[config.mk]
export PLATFORM = sky130hd
export DESIGN_NAME = fwd_select_unit
export DESIGN_NICKNAME = d
export VERILOG_FILES = /design/src/rtl/fwd_select_unit.sv
export SDC_FILE = /design/constraint.sdc
export NUM_CORES = 1
export LEC_CHECK = 0
export ABC_AREA = 1
export CORE_MARGIN = 1.5
export CORE_UTILIZATION = 26
export DETAILED_ROUTE_END_ITERATION = 10
export PLACE_DENSITY_LB_ADDON = 0.1
export SETUP_SLACK_MARGIN = 0.15
export SLEW_MARGIN = 15
export SYNTH_ARGS = -nofsm -noshare
export SYNTH_HDL_FRONTEND = slang
export SYNTH_SLANG_ARGS = --single-unit
[constraint.sdc]
create_clock -name vclk -period 1.9
set_input_delay 0.38 -clock vclk [all_inputs]
set_output_delay 0.38 -clock vclk [all_outputs]
set_load 0.02 [all_outputs]
[src/rtl/fwd_select_unit.sv]
module fwd_select_unit #(
  parameter int REG_W = 5
) (
  input  logic             exm_wr_en,
  input  logic [REG_W-1:0] exm_dst,
  input  logic             mwb_wr_en,
  input  logic [REG_W-1:0] mwb_dst,
  input  logic [REG_W-1:0] dx_src_a,
  input  logic [REG_W-1:0] dx_src_b,
  output logic [1:0]       fwd_sel_a,
  output logic [1:0]       fwd_sel_b
);

  localparam logic [1:0] SEL_RF  = 2'b00;
  localparam logic [1:0] SEL_MWB = 2'b01;
  localparam logic [1:0] SEL_EXM = 2'b10;

  logic exm_live, mwb_live;
  logic exm_hit_a, exm_hit_b, mwb_hit_a, mwb_hit_b;

  assign exm_live = exm_wr_en && (exm_dst != '0);
  assign mwb_live = mwb_wr_en && (mwb_dst != '0);

  assign exm_hit_a = exm_live && (exm_dst == dx_src_a);
  assign exm_hit_b = exm_live && (exm_dst == dx_src_b);
  assign mwb_hit_a = mwb_live && (mwb_dst == dx_src_a);
  assign mwb_hit_b = mwb_live && (mwb_dst == dx_src_b);

  assign fwd_sel_a = exm_hit_a ? SEL_EXM : (mwb_hit_a ? SEL_MWB : SEL_RF);
  assign fwd_sel_b = exm_hit_b ? SEL_EXM : (mwb_hit_b ? SEL_MWB : SEL_RF);

endmodule

; Word-level counts from Yosys, hierarchy flattened
; Index checks and enable logic that the tools add are counted.
; Widths: inputs -> output; s select.
[word_totals]
regBits = 0
output_inout_bits = 4
wordCells = 16
[op_classes]
eq_ne = 4
muxes = 4
n_reduce_logical = 8
[ops]
columns = op, count
row1 = $eq 5x5->1, 4
row2 = $reduce_bool 5->1, 2
row3 = $logic_and 1x1->1, 6
row4 = $mux 2, 2
row5 = $mux 1, 2

; Depth between registers and ports, before layout
; Gate-level depths: netlist of the first run.
[depth]
ltp_word = 5
ltp_mapped = 7

; Worst setup path before layout of the first run
; OpenSTA, ideal clock, no wires.
[synth_timing]
kind = in2out
start = in dx_src_b[1]
end = out fwd_sel_b[0]
arrival_ps = 1016
slack_ps = 504
stages = 7
path_buffers = 0
path_cell_list = inv_1 > nand2_1 > nand2_1 > nand2_1 > nor2_1 > nand3_1 > nor2_1
[synth_between]
elab_chain_cells = 4
word_cells_on_any_way = 6
cone_classes = eq/ne (2) / mux (2) / reduce/logical (2)
[synth_lines]
columns = element, line
row1 = from (decl), 9  ; input logic [REG_W-1:0] dx_src_b,
row2 = $eq 5x5->1, 27  ; assign mwb_hit_b = mwb_live && (mwb_dst == dx_src_b);
row3 = $logic_and 1x1->1, 27
row4 = $mux 1, 30  ; assign fwd_sel_b = exm_hit_b ? SEL_EXM : (mwb_hit_b ? SEL_MWB : SEL_RF);
row5 = $mux 2 *, 30
row6 = to (decl), 11  ; output logic [1:0] fwd_sel_b
; Mark *: on every way between the ends. The rest lies on a longest branch, timed or not.

; Final worst setup path of the first run
[layout_timing]
start = in dx_src_a[3]
end = out fwd_sel_a[0]
[layout_between]
elab_chain_cells = 4
word_cells_on_any_way = 6
cone_classes = eq/ne (2) / mux (2) / reduce/logical (2)
[layout_lines]
columns = element, line
row1 = from (decl), 8  ; input logic [REG_W-1:0] dx_src_a,
row2 = $eq 5x5->1, 26  ; assign mwb_hit_a = mwb_live && (mwb_dst == dx_src_a);
row3 = $logic_and 1x1->1, 26
row4 = $mux 1, 29  ; assign fwd_sel_a = exm_hit_a ? SEL_EXM : (mwb_hit_a ? SEL_MWB : SEL_RF);
row5 = $mux 2 *, 29
row6 = to (decl), 10  ; output logic [1:0] fwd_sel_a,
; Marks and branches as above.

==> summary.txt, run 1 <==
Power and ir drop
  – VDD IR max: 0.0000650 V
  – LEAKAGE: 0.362 nW
  – PwrDens: 190 nW/µm²

STA
  – Min Clock Period, post-route: 1.65 ns
  – Final Setup Violations: 0
  – Least-Margin Pin Slew: 0.150 ns
  – Final worst hold slack: 1.26 ns
  – Slew headroom: 90.0%
  – FMAX: 0.606 GHz
  – Final hold vios: 0
  – Final period util: 86.8%
  – RSZ-0062 raised after global routing: false
  – PnR worst setup slack: 0.250 ns
  – Final Max Tran Viols: 0

Hold path
  – Path category of the worst min-delay check: in2out
  – Hold path start: exm_dst[0]
  – Worst Hold End: fwd_sel_b[1]
  – Hold Path Cell Cnt: 7

Logic synthesis
  – Cells after synthesis: 81
  – Seq/Total Area, Yosys: 0%
  – Netlist cell types: 12
  – Yosys Warn Count: 0
  – Synthesized cell area: 379 µm²
  – Synth Area per Inst: 4.68 µm²
  – Syn Nets: 103

Job
  – Max Cap Viol: 0

Worst setup path
  – CP Data Arrival Time: 1.27 ns
  – Req. time, crit path: 1.52 ns
  – Max FO, Critical Path: 3
  – Worst Setup End Kind: primary output
  – Element type at the critical path start: primary input
  – Crit path kind: in2out

Cells and area
  – Clock buffers: 0
  – # fillers: 159
  – Area Overhead vs Synth: 55.1%
  – Antenna Cells: 0
  – Final Cell Area: 588 µm²
  – Final nets: 130
  – Area occupied by multi-input gates: 314 µm²
  – Seq cells: 0
  – Register area: 0 µm²
  – Utilization after layout: 44.1%
  – Layout cells sized above 1: 21.7%

Drt
  – Post-DRT Antenna Nets: 0
  – Total wire length: 981 µm
  – Wire per inst: 8.11 µm
  – Drc violations: 0
  – Via count: 496
  – DRT Pass-1 Iters: 1
  – Vias per Instance: 4.10
  – Starting DRT DRC Count: 0

Floorplan
  – Num rows: 13
  – DIE WIDTH: 41.2 µm
  – Die area: 1700 µm²
  – Total core area: 1330 µm²
  – IO Pins: 26
  – Initial Util: 28.4%
  – Die Y: 41.2 µm

Placed design
  – PortBufs: 26
  – RD Place Congestion: 0.743
  – DPL Wire Length: 896 µm
  – Place WS: -0.485 ns
  – Cell area after placement: 651 µm²

Run status
  – Status: finished clean

Global route
  – Vias in the first global route: 364
  – Largest net degree at the start of global routing: 5
  – Antenna violations before repair: 0
  – First-pass GRT wire length: 1480 µm
  – Gr ovfl total: 0
  – Total GRT Usage: 12.8%

Clock tree
  – Post-CTS setup buffers: 0
[where the power goes]
group,internal [mW],switching [mW]
Combinational,0.0544,0.0573
Sequential,0,0
Clock,0,0
[metal layers]
metal,up-vias,track usage [%],share of wire [%]
met5,-,0,0
met4,0,0,0
met3,0,0,6.7
met2,14,20.7,43
met1,197,19.9,50
li1,285,-,-
[worst max-delay path: stages]
cell           delay [ns]
dlygate4sd2_1        0.26
buf_4                0.13
nand2_1              0.06
nand3_1              0.07
nor2_1               0.11
nand2_1              0.05
nor2_1               0.08
buf_4                0.14
[stage by stage]
step                std cells  power (mW)  setup TNS [ns]
global route              121       0.127               0
floorplan                  81      0.0565               0
CTS                       121       0.112               0
global placement          121       0.128           -1.84
finish                    121       0.112               0
detailed placement        121       0.128           -1.87
[logic make-up after synthesis]
logic type             count (synthesis)  share of synthesized area, %
AO/OA/AOI/OAI                          1                          1.32
XOR/XNOR                              10                          23.1
buffers and inverters                 17                          18.8
AND/OR/NAND/NOR                       53                          56.8
[layout make-up]
cell class                 count  area share, %
timing repair buffer          27           33.8
inverter                      15           9.57
tap                           15           3.19
multi-input combinational     64           53.4
[worst max-delay path by stage]
stage | startpoint | endpoint | slack [ns]
2_1_floorplan | dx_src_b[1] | fwd_sel_b[0] | 0.50
3_3_place_gp | exm_dst[2] | fwd_sel_a[1] | -0.49
3_5_place_dp | exm_dst[2] | fwd_sel_a[1] | -0.48
4_1_cts | exm_dst[2] | fwd_sel_a[0] | 0.18
5_1_grt | dx_src_a[3] | fwd_sel_a[0] | 0.15
6_report | dx_src_a[3] | fwd_sel_a[0] | 0.25
[synth_stat cells]
cell type,n,area share [%]
buf_4,2,4.0
inv_1,12,12
inv_2,3,3.0
nand2_1,31,31
nand2_2,1,1.7
nand3_1,5,6.6
nand4_1,1,1.7
nor2_1,13,13
nor2_2,2,3.3
o21ai_0,1,1.3
xnor2_1,6,14
xor2_1,4,9.2
[timing repair]
item | in CTS | in global routing
hold buffers | 0 | 0
endpoints found under the setup margin | 4 | 4
pin swaps | 2 | 12
gates resized for setup | 39 | 25
[placed cells by master, fill, tap and decap left out, drive strengths merged]
cell           synthesis  layout
nand4                  1       1
xor2                   4       4
clkdlybuf4s50          0       2
nor2                  15      15
nand2                 32      32
o21ai                  1       1
dlygate4sd2            0       7
clkdlybuf4s15          0       4
inv                   15      15
nand3                  5       5
buf                    2       5
xnor2                  6       6
clkbuf                 0       9
No activity file was read; power rests on OpenSTA's default activity.
==> run 2, diff against run 1 <==
ABC_CLOCK_PERIOD_IN_PS = 1900   (was unset)
==> results of run 2 <==
No change in the layout: final DEF, timing and power equal those of run 1.
